==> config.mk <==
export PLATFORM = sky130hd
export DESIGN_NAME = burst_col_gen
export DESIGN_NICKNAME = d
export VERILOG_FILES = /design/src/rtl/burst_col_gen.sv
export SDC_FILE = /design/constraint.sdc
export NUM_CORES = 1
export LEC_CHECK = 0
export BUFFER_PORTS_ARGS = -buffer_cell sky130_fd_sc_hd__buf_2
export CAP_MARGIN = 10
export CORE_AREA = 4 4 67 69
export CTS_CLUSTER_DIAMETER = 60
export DETAILED_ROUTE_END_ITERATION = 6
export DIE_AREA = 0 0 71 73
export GPL_TIMING_DRIVEN = 1
export MAX_ROUTING_LAYER = met4
export PLACE_DENSITY_LB_ADDON = 0.1
export SLEW_MARGIN = 0
export SYNTH_ARGS = -nofsm -noshare
export SYNTH_HDL_FRONTEND = slang
export SYNTH_SLANG_ARGS = --single-unit
==> constraint.sdc <==
create_clock -name clk -period 2.1 [get_ports clk]
set_input_delay 0.42 -clock clk [delete_from_list [all_inputs] [get_ports clk]]
set_output_delay 0.42 -clock clk [all_outputs]
set_load 0.03 [all_outputs]
==> src/rtl/burst_col_gen.sv <==
module burst_col_gen #(
  parameter int COL_W  = 8,
  parameter int MAX_CL = 3
) (
  input  logic                          clk,
  input  logic                          rst_n,
  input  logic                          cmd_rd,
  input  logic                          cmd_wr,
  input  logic                          cmd_pre,
  input  logic                          cmd_stop,
  input  logic [COL_W-1:0]              start_col,
  input  logic [1:0]                    mode_len,
  input  logic                          mode_interleave,
  input  logic [$clog2(MAX_CL+1)-1:0]   mode_cl,
  output logic [COL_W-1:0]              col_addr,
  output logic                          col_valid,
  output logic                          col_write,
  output logic                          dq_oe,
  output logic                          stop_err
);
  localparam int CLW = $clog2(MAX_CL + 1);
  localparam logic [1:0] LEN_FULL = 2'd3;

  logic             active_q, wr_q, il_q, stop_err_q;
  logic [1:0]       len_q;
  logic [COL_W-1:0] base_q, cnt_q, mask, low, addr;
  logic [MAX_CL-1:1] sh_q;
  logic [MAX_CL-1:0] taps;

  wire new_cmd  = cmd_rd | cmd_wr;
  wire full_q   = (len_q == LEN_FULL);
  wire last     = !full_q && (cnt_q == mask);
  wire rd_now   = active_q & ~wr_q;
  wire stop_ok  = cmd_stop & active_q & full_q;

  always_comb begin
    case (len_q)
      2'd0:    mask = COL_W'(1);
      2'd1:    mask = COL_W'(3);
      2'd2:    mask = COL_W'(7);
      default: mask = '1;
    endcase
  end

  assign low  = (il_q && !full_q) ? (base_q ^ cnt_q) : (base_q + cnt_q);
  assign addr = (base_q & ~mask) | (low & mask);
  assign taps = {sh_q, rd_now};

  always_ff @(posedge clk) begin
    if (!rst_n) begin
      active_q   <= 1'b0;
      wr_q       <= 1'b0;
      il_q       <= 1'b0;
      len_q      <= 2'd0;
      base_q     <= '0;
      cnt_q      <= '0;
      sh_q       <= '0;
      stop_err_q <= 1'b0;
    end else begin
      sh_q       <= taps[MAX_CL-2:0];
      stop_err_q <= cmd_stop && (mode_len != LEN_FULL);
      if (new_cmd) begin
        active_q <= 1'b1;
        wr_q     <= cmd_wr;
        il_q     <= mode_interleave;
        len_q    <= mode_len;
        base_q   <= start_col;
        cnt_q    <= '0;
      end else if (cmd_pre || stop_ok || (active_q && last)) begin
        active_q <= 1'b0;
        cnt_q    <= '0;
      end else if (active_q) begin
        cnt_q    <= cnt_q + COL_W'(1);
      end
    end
  end

  assign col_valid = active_q;
  assign col_write = active_q & wr_q;
  assign col_addr  = active_q ? addr : '0;
  assign stop_err  = stop_err_q;
  assign dq_oe     = (mode_cl != '0 && mode_cl <= CLW'(MAX_CL)) ? taps[mode_cl - CLW'(1)] : 1'b0;

  p_start_r1: assert property (@(posedge clk) disable iff (!rst_n)
    (cmd_wr || cmd_rd) |=> (col_valid && col_addr == $past(start_col) && col_write == $past(cmd_wr)));

  p_len_r2: assert property (@(posedge clk) disable iff (!rst_n)
    (active_q && !full_q && cnt_q == mask && !new_cmd) |=> !col_valid);

  p_block_r3: assert property (@(posedge clk) disable iff (!rst_n)
    (col_valid && !full_q) |-> ((col_addr & ~mask) == (base_q & ~mask)));

  p_step_r5: assert property (@(posedge clk) disable iff (!rst_n)
    (col_valid && $past(col_valid) && !$past(new_cmd) && !(il_q && !full_q))
      |-> (((col_addr - $past(col_addr)) & mask) == COL_W'(1)));

  p_oe_r6: assert property (@(posedge clk) disable iff (!rst_n)
    (mode_cl == CLW'(2) && $past(mode_cl) == CLW'(2) && dq_oe) |-> $past(col_valid && !col_write));

  p_pre_r9: assert property (@(posedge clk) disable iff (!rst_n)
    (cmd_pre && !new_cmd) |=> !col_valid);

  p_stop_err_r10: assert property (@(posedge clk) disable iff (!rst_n)
    (cmd_stop && mode_len != LEN_FULL) |=> stop_err);
endmodule

# Yosys cells after proc, flatten, opt, wreduce, memory -nomap -nowiden
# Cells that the tools add are included.
[word_totals]
input_bits = 19
output_inout_bits = 12
regBits = 24
elab_cells = 50
[classes]
bitwise = 12
n_lt_le_gt_ge = 2
n_mux = 8
n_reduce_logical = 12
n_addsub = 3
eq_ne = 5
[op_table]
columns = ["op", "count"]
rows = [
  ["case mux 8 bit (3 select lines)", 1],
  ["AND 8 bit", 2],
  ["2-to-1 mux 8 bit", 2],
  ["adder 8 x 1 -> 8 bit (second input constant)", 1],
  ["adder 8 bit", 1],
  ["== test 8 bit", 1],
  ["inverter 8 bit", 1],
  ["OR 8 bit", 1],
  ["XOR 8 bit", 1],
  ["logical AND 1 bit", 5],
  ["AND 1 bit", 4],
  ["== test 2 bit (second input constant)", 2],
  ["2-to-1 mux 1 bit", 4],
  ["nonzero test 2 bit", 2],
  ["less-than comparator 2 x 3 -> 1 bit (second input constant)", 1],
  ["OR reduction 3 bit", 1],
  ["binary-select mux 1 bit (select 2 bit)", 1],
  ["== test 2 x 1 -> 1 bit (second input constant)", 1],
  ["<= comparator 2 bit (second input constant)", 1],
  ["zero test 2 bit", 1],
  ["logical OR 1 bit", 2],
  ["inequality test 2 bit (second input constant)", 1],
  ["inverter 1 bit", 2],
  ["subtractor 2 x 1 -> 2 bit (second input constant)", 1],
  ["2 further kinds", 2],
]

# Logic depth before layout (Yosys ltp)
# Gate-level depths: netlist of the first run.
[logic_depth]
depth_word = 8
depth_mapped = 7
ltp_nobuf = 7

# Worst setup path before layout of the first run
# Ideal clock, no wire load.
[synth_path]
path_type = "flip-flop to output port"
startpoint = "register cnt_q[2]"
endpoint = "output col_addr[7]"
arrival_ns = 1.946
required_time_ns = 1.680
setup_slack_ns = -0.266
n_path_buf = 0
path_stages_with_launch = 7
path_cell_list = "dfxtp_1 > ha_1 > a21oi_1 > a211oi_1 > o21a_1 > nor3_1 > mux2i_1"
[synth_between]
elab_chain_len = 5
[synth_rtl]
columns = ["item", "line", "rtl"]
rows = [
  ["from (decl)", "26", "logic [COL_W-1:0] base_q, cnt_q, mask, low, addr;"],
  ["from (signal assigned)", "73", "cnt_q <= cnt_q + COL_W'(1);"],
  ["adder 8 bit", "45", "assign low = (il_q && !full_q) ? (base_q ^ cnt_q) : (base_q + cnt_q);"],
  ["2-to-1 mux 8 bit", "45", ""],
  ["AND 8 bit", "46", "assign addr = (base_q & ~mask) | (low & mask);"],
  ["OR 8 bit", "46", ""],
  ["2-to-1 mux 8 bit", "80", "assign col_addr = active_q ? addr : '0;"],
  ["to (decl)", "15", "output logic [COL_W-1:0] col_addr,"],
]
# No other way between the ends.

# Final worst setup path of the first run
[layout_path]
startpoint = "register cnt_q[0]"
endpoint = "output col_addr[4]"
# The elaborated chain is that of the path after synthesis.

==> results of run 1 <==
timing repair:
action                                  4_1_cts  5_1_grt
endpoints found under the setup margin        7        7
resized for setup                            24        9
pin swaps                                    13       13
buffers inserted                              1        3
worst paths after layout:
kind / start / endpoint / slack, ns / cells after the start
worst max-delay path: cnt_q[0]$_SDFFE_PP0P_ / col_addr[4] / -0.35 / 8
worst min-delay path: mode_len[1] / stop_err$_SDFF_PN0_ / 0.32 / 2
worst max register to register: cnt_q[3]$_SDFFE_PP0P_ / col_valid$_SDFFE_PN0P_ / 0.21 / 6
worst min register to register: base_q[7]$_SDFFE_PN0P_ / base_q[7]$_SDFFE_PN0P_ / 0.48 / 2
metrics by stage:
step	total power, µW	std cells	TNS [ns]	utilization [%]	area, µm²
2_1_floorplan	615.4	192	-0.01374	-	1560
3_3_place_gp	685.6	289	-0.3937	49.30	1929
3_5_place_dp	690.2	289	-0.4467	49.30	1929
4_1_cts	1115	294	-1.424	53.61	2098
5_1_grt	1168	296	-1.823	54.73	2142
6_report	1114	296	-1.255	54.73	2142
Yosys cell counts (all sizes together), types with 3 or more instances:
master,count,area (µm²)
dfxtp,24,480.5
xor2,4,35.03
and2,5,31.28
o21ai,7,35.03
xnor2,4,35.03
nand3,10,50.05
nand2,41,153.9
o21a,3,22.52
a21boi,11,82.58
nor2,13,48.80
ha,9,112.6
inv,3,11.26
a21oi,11,58.81
clkbuf,7,26.28
nor3b,3,22.52
nand2b,3,18.77
nor3,5,30.03
layout make-up:
type	count	area (µm²)
Fill cell	395	1772
Inverter	3	11.26
Clock buffer	3	41.29
Sequential cell	24	490.5
Tap cell	50	62.56
Timing Repair Buffer	58	404.1
Multi-Input combinational cell	157	1102
Clock inverter	1	30.03
power breakdown:
group / switching, µW / internal, µW / total, µW
clock network: 159 / 255 / 414
registers: 18.8 / 475 / 493
logic: 109 / 97.8 / 207
state kept, by name (all words and copies together) (netlist names):
register,count
col_valid,1
il_q,1
sh_q,2
base_q,8
len_q,2
wr_q,1
cnt_q,8
stop_err,1
cell families after synthesis:
family,count (synthesis)
xor gates and xnor gates,8
buffers and inverters,11
and+or+nand+nor,94
adders and majority gates,10
muxes,3
AOI/OAI and AO/OA,42
DFF,24
layer usage:
layer	part of all wire, %	vias to the layer above	GRT usage (%)
met5	0	-	-
met4	0.84	0	3.549
met3	3.2	5	2.893
met2	49	29	29.76
met1	47	707	19.77
li1	-	777	-
==> impl_metrics.py, run 1 <==
metrics = {
    "critical_path": {
        "endpoint_kind": "primary output",
        "worst_path_largest_cell_delay_ns": 0.34,
        "path_delay_family": "adder cells",
        "crit_path_max_fanout": 2,
        "arrival_ns": 2.03,
        "crit_path_start_kind": "flip-flop",
        "crit_buf_inv": 1,
        "cp_cell_sequence": "ha_4, fa_2, a21o_1, a21oi_2, xor2_1, o21ai_1, and2_4, buf_6",
        "path_class": "flip-flop to primary output",
        "crit_required_ns": 1.68,
        "slowest_stage": "dfxtp_2",
    },
    "run": {
        "drv_cap": 0,
    },
    "detailed_routing": {
        "wl_per_cell_um": 13.70,
        "first_pass_iters": 4,
        "drc": 0,
        "routed_wirelength_um": 4055,
        "vias": 1518,
        "ant_nets": 0,
        "drtIter0Drc": 69,
        "via_per_inst": 5.128,
    },
    "synthesis": {
        "synth_fa_ha_area_share_pct": 8.811,
        "synth_fp_nets": 221,
        "synth_edf_count": 0,
        "synth_top_family_by_area": "simple AND/OR/NAND/NOR gates",
        "synth_xor_area_share_pct": 4.655,
        "synth_cell_types": 42,
        "synth_compound_area_share_pct": 19.04,
        "yosys_most_used_dff": "dfxtp_1",
        "synthArstFlopShare_pct": 0,
        "avgSynthCellArea_um2": 7.840,
        "netlist_area_mm2": 0.001505,
        "muxShareOfSynthArea_pct": 2.078,
        "yosysWarnings": 0,
        "synth-seq-area-share_pct": 31.92,
        "postSynthCellCount": 192,
        "synthSimpleGateAreaFrac_pct": 30.67,
        "yosys_register_bits": 24,
    },
    "floorplan": {
        "die_h_um": 73,
        "die_w_um": 71,
        "dieArea_mm2": 0.005183,
        "rows": 23,
        "start_util_pct": 38.46,
        "coreArea_mm2": 0.003914,
        "io_pins": 31,
    },
    "clock_tree": {
        "cts_made_buffers": 3,
        "cts_tree": "yes",
        "clk_latency_ns": 0.27,
        "cts_max_level": 1,
        "numClockSinks": 24,
        "cts_root_buf": "clkbuf_8",
        "cts_hold_buf": 0,
        "clockBufferDepth": 2,
        "clk_pin_slew_worst_paths_ns": 0.09,
    },
    "finish": {
        "antenna_cells": 0,
        "syn_to_final_growth_pct": 42.31,
        "drive_gt1_share_pct": 36.18,
        "final_cell_mix": "41 x nand2_1, 28 x buf_4, 23 x buf_2, 16 x dfxtp_1, 13 x nor2_1",
        "final_common_cell": "nand2_1",
        "nets": 276,
    },
    "timing": {
        "setup_ws_ns": -0.3495,
        "slew_headroom_pct": 64.79,
        "finalSetupViolCount": 6,
        "fin_crit_sh_pct": 116.6,
        "holdWs_ns": 0.3242,
        "tightestPinTransition_ns": 0.5274,
        "rsz0062_at_grt": "yes",
        "fmax_mhz": 408.2,
        "maxSlewViolCount": 0,
        "fin_crit_ns": 2.450,
        "finalClockSkew_ns": 0.004399,
        "hold_viol_final": 0,
    },
    "power": {
        "p_leak_uw": 0.0009415,
        "ir_worst_vdd_v": 0.0002569,
        "pwr_density_cell_mw_per_mm2": 520.0,
    },
    "global_route": {
        "grt_overflow": 0,
        "first_global_vias": 1509,
        "grt.total_usage_pct": 16.71,
        "antenna_found_initial": 0,
        "grt_max_degree": 18,
        "grt_pass1_wl_um": 6789,
    },
    "min_path": {
        "hold_class": "input pin to flip-flop",
    },
    "outcome": {
        "violations": "setup timing",
        "outcome": "complete, but fails checks",
    },
    "placed_design": {
        "place_congestion": 0.8259,
        "hpwl_um": 3020,
        "place_worst_setup_slack_ns": -0.1511,
        "io_buffers": 30,
    },
}
(Power assumes the default switching activity.)
==> run 2, diff against run 1 <==
==> constraint.sdc (replaced) <==
create_clock -name clk -period 2.1 [get_ports clk]
set_input_delay 0 -clock clk [delete_from_list [all_inputs] [get_ports clk]]
set_output_delay 0 -clock clk [all_outputs]
set_load 0.03 [all_outputs]
==> impl_metrics.py, run 2 (synthesis gave the netlist of run 1 again) <==
metrics = {
    "detailed_routing": {
        "drc": 0,
        "drtIter0Drc": 60,
        "first_pass_iters": 4,
        "via_per_inst": 5.192,
        "vias": 1490,
        "routed_wirelength_um": 3855,
        "wl_per_cell_um": 13.43,
        "ant_nets": 0,
    },
    "critical_path": {
        "cp_cell_sequence": "ha_4, fa_2, a21o_1, a21oi_2, xor2_1, o21ai_1, and2_1, buf_6",
        "rrSetupSlack_ns": 0.23,
        "worst_path_largest_cell_delay_ns": 0.36,
        "crit_required_ns": 2.10,
        "worstRegToRegCells": 5,
        "crit_path_max_fanout": 2,
        "slowest_stage": "dfxtp_4",
        "crit_path_start_kind": "flip-flop",
        "timing.rr.start": "cnt_q[3]$_SDFFE_PP0P_",
        "path_class": "flip-flop to primary output",
        "endpoint_kind": "primary output",
        "arrival_ns": 2.02,
        "r2r_end": "col_valid$_SDFFE_PN0P_",
    },
    "clock_tree": {
        "cts_root_buf": "clkbuf_8",
        "clk_pin_slew_worst_paths_ns": 0.09,
        "numClockSinks": 24,
        "cts_made_buffers": 3,
        "clk_latency_ns": 0.27,
        "cts_tree": "yes",
        "cts_max_level": 1,
        "clockBufferDepth": 2,
    },
    "timing": {
        "fin_setup_tns_ns": 0,
        "finalSetupViolCount": 0,
        "holdWs_ns": 0.04947,
        "setup_ws_ns": 0.08289,
        "tightestPinTransition_ns": 0.4475,
        "fin_crit_ns": 2.017,
        "maxSlewViolCount": 0,
        "rsz0062_at_grt": "yes",
        "fin_crit_sh_pct": 96.05,
        "slew_headroom_pct": 70.17,
        "finalClockSkew_ns": 0.001553,
        "fmax_mhz": 495.8,
        "hold_viol_final": 0,
    },
    "power": {
        "comb_power_share_pct": 18.6,
        "p_leak_uw": 0.0008622,
        "pwr_density_cell_mw_per_mm2": 498.5,
        "switching_power_uw": 282.9,
        "power_frac_clock_pct": 32.6,
        "sw_frac_of_total_pct": 27.91,
        "p_int_uw": 730.7,
        "pwr-share-seq_pct": 48.9,
        "ir_worst_vdd_v": 0.0002887,
        "power_uw": 1014,
    },
    "floorplan": {
        "rows": 23,
        "die_h_um": 73,
        "coreArea_mm2": 0.003914,
        "io_pins": 31,
        "start_util_pct": 38.46,
        "die_w_um": 71,
        "dieArea_mm2": 0.005183,
    },
    "run": {
        "drv_cap": 0,
    },
    "min_path": {
        "hold_class": "input pin to flip-flop",
        "hold_start": "cmd_rd",
        "min_path_cells": 3,
        "hold_end": "wr_q$_SDFFE_PN0P_",
    },
    "global_route": {
        "grt_pass1_wl_um": 6665,
        "grt.total_usage_pct": 16.18,
        "grt_max_degree": 18,
        "first_global_vias": 1452,
        "antenna_found_initial": 0,
        "grt_overflow": 0,
    },
    "outcome": {
        "outcome": "complete, no violations",
    },
    "placed_design": {
        "place_congestion": 0.8291,
        "place_worst_setup_slack_ns": 0.1798,
        "io_buffers": 30,
        "place_area_mm2": 0.001717,
        "hpwl_um": 2779,
    },
    "finish": {
        "final_cell_mix": "41 x nand2_1, 27 x buf_2, 16 x dfxtp_1, 13 x nor2_1, 13 x dlygate4sd3_1",
        "final_area_mm2": 0.002033,
        "antenna_cells": 0,
        "final_common_cell": "nand2_1",
        "drive_gt1_share_pct": 26.58,
        "nets": 267,
        "syn_to_final_growth_pct": 35.08,
        "reg_top3": "base_q (8), cnt_q (8)",
    },
}
-- run 2: area by class of cell --
type                       instances  area [µm²]
clock buffer                       4       55.05
tap                               50       62.56
sequential                        24       495.5
fill                             380        1881
multi-input combinational        157        1069
timing repair buffer              49       340.3
inverter                           3       11.26
-- run 2: worst max path at each step --
stage                                startpoint     endpoint  slack, ns  depth (start not counted)
after floorplan           cnt_q[2]$_SDFFE_PP0P_  col_addr[7]       0.15                          6
after global placement    cnt_q[2]$_SDFFE_PP0P_  col_addr[7]       0.20                          7
after global routing      cnt_q[1]$_SDFFE_PP0P_  col_addr[7]      -0.02                          7
final                     cnt_q[0]$_SDFFE_PP0P_  col_addr[4]       0.08                          8
after CTS                 cnt_q[0]$_SDFFE_PP0P_  col_addr[4]       0.01                          8
after detailed placement  cnt_q[2]$_SDFFE_PP0P_  col_addr[7]       0.18                          7
-- run 2: per-stage QoR --
| step | utilization (%) | cells |
|---|---|---|
| 3_3_place_gp | 43.86 | 268 |
| 2_1_floorplan | - | 192 |
| 6_report | 51.95 | 287 |
| 5_1_grt | 51.95 | 287 |
| 3_5_place_dp | 43.86 | 268 |
| 4_1_cts | 49.55 | 285 |
-- run 2: power groups by stage --
stage               sequential (µW)  clock (µW)  combinational [µW]
floorplan                       499           0                 110
global placement                505           0                 157
detailed placement              505           0                 160
CTS                             495         341                 182
global route                    499         353                 210
finish                          495         330                 188
-- run 2: repair_timing --
item,CTS,global route
endpoints found under the hold margin,13,0
buffers inserted,0,2
gates resized for setup,11,17
pin swaps,1,6
hold buffers,13,0
endpoints found under the setup margin,3,3
-- run 2: critical path, delay by kind of cell (launching register included) --
kind | cells | cell delay (ns)
xor+xnor | 1 | 0.16
fa+ha+maj | 2 | 0.49
buf+inv | 1 | 0.13
simple gates | 1 | 0.17
compound gates | 3 | 0.43
flops | 1 | 0.36
-- run 2: per-layer routing --
metal	vias up	GRT usage, %	part of all wire [%]
li1	761	-	-
met1	675	21.37	49
met2	45	24.82	45
met3	9	3.168	4.4
met4	0	5.428	1.9
met5	-	-	0
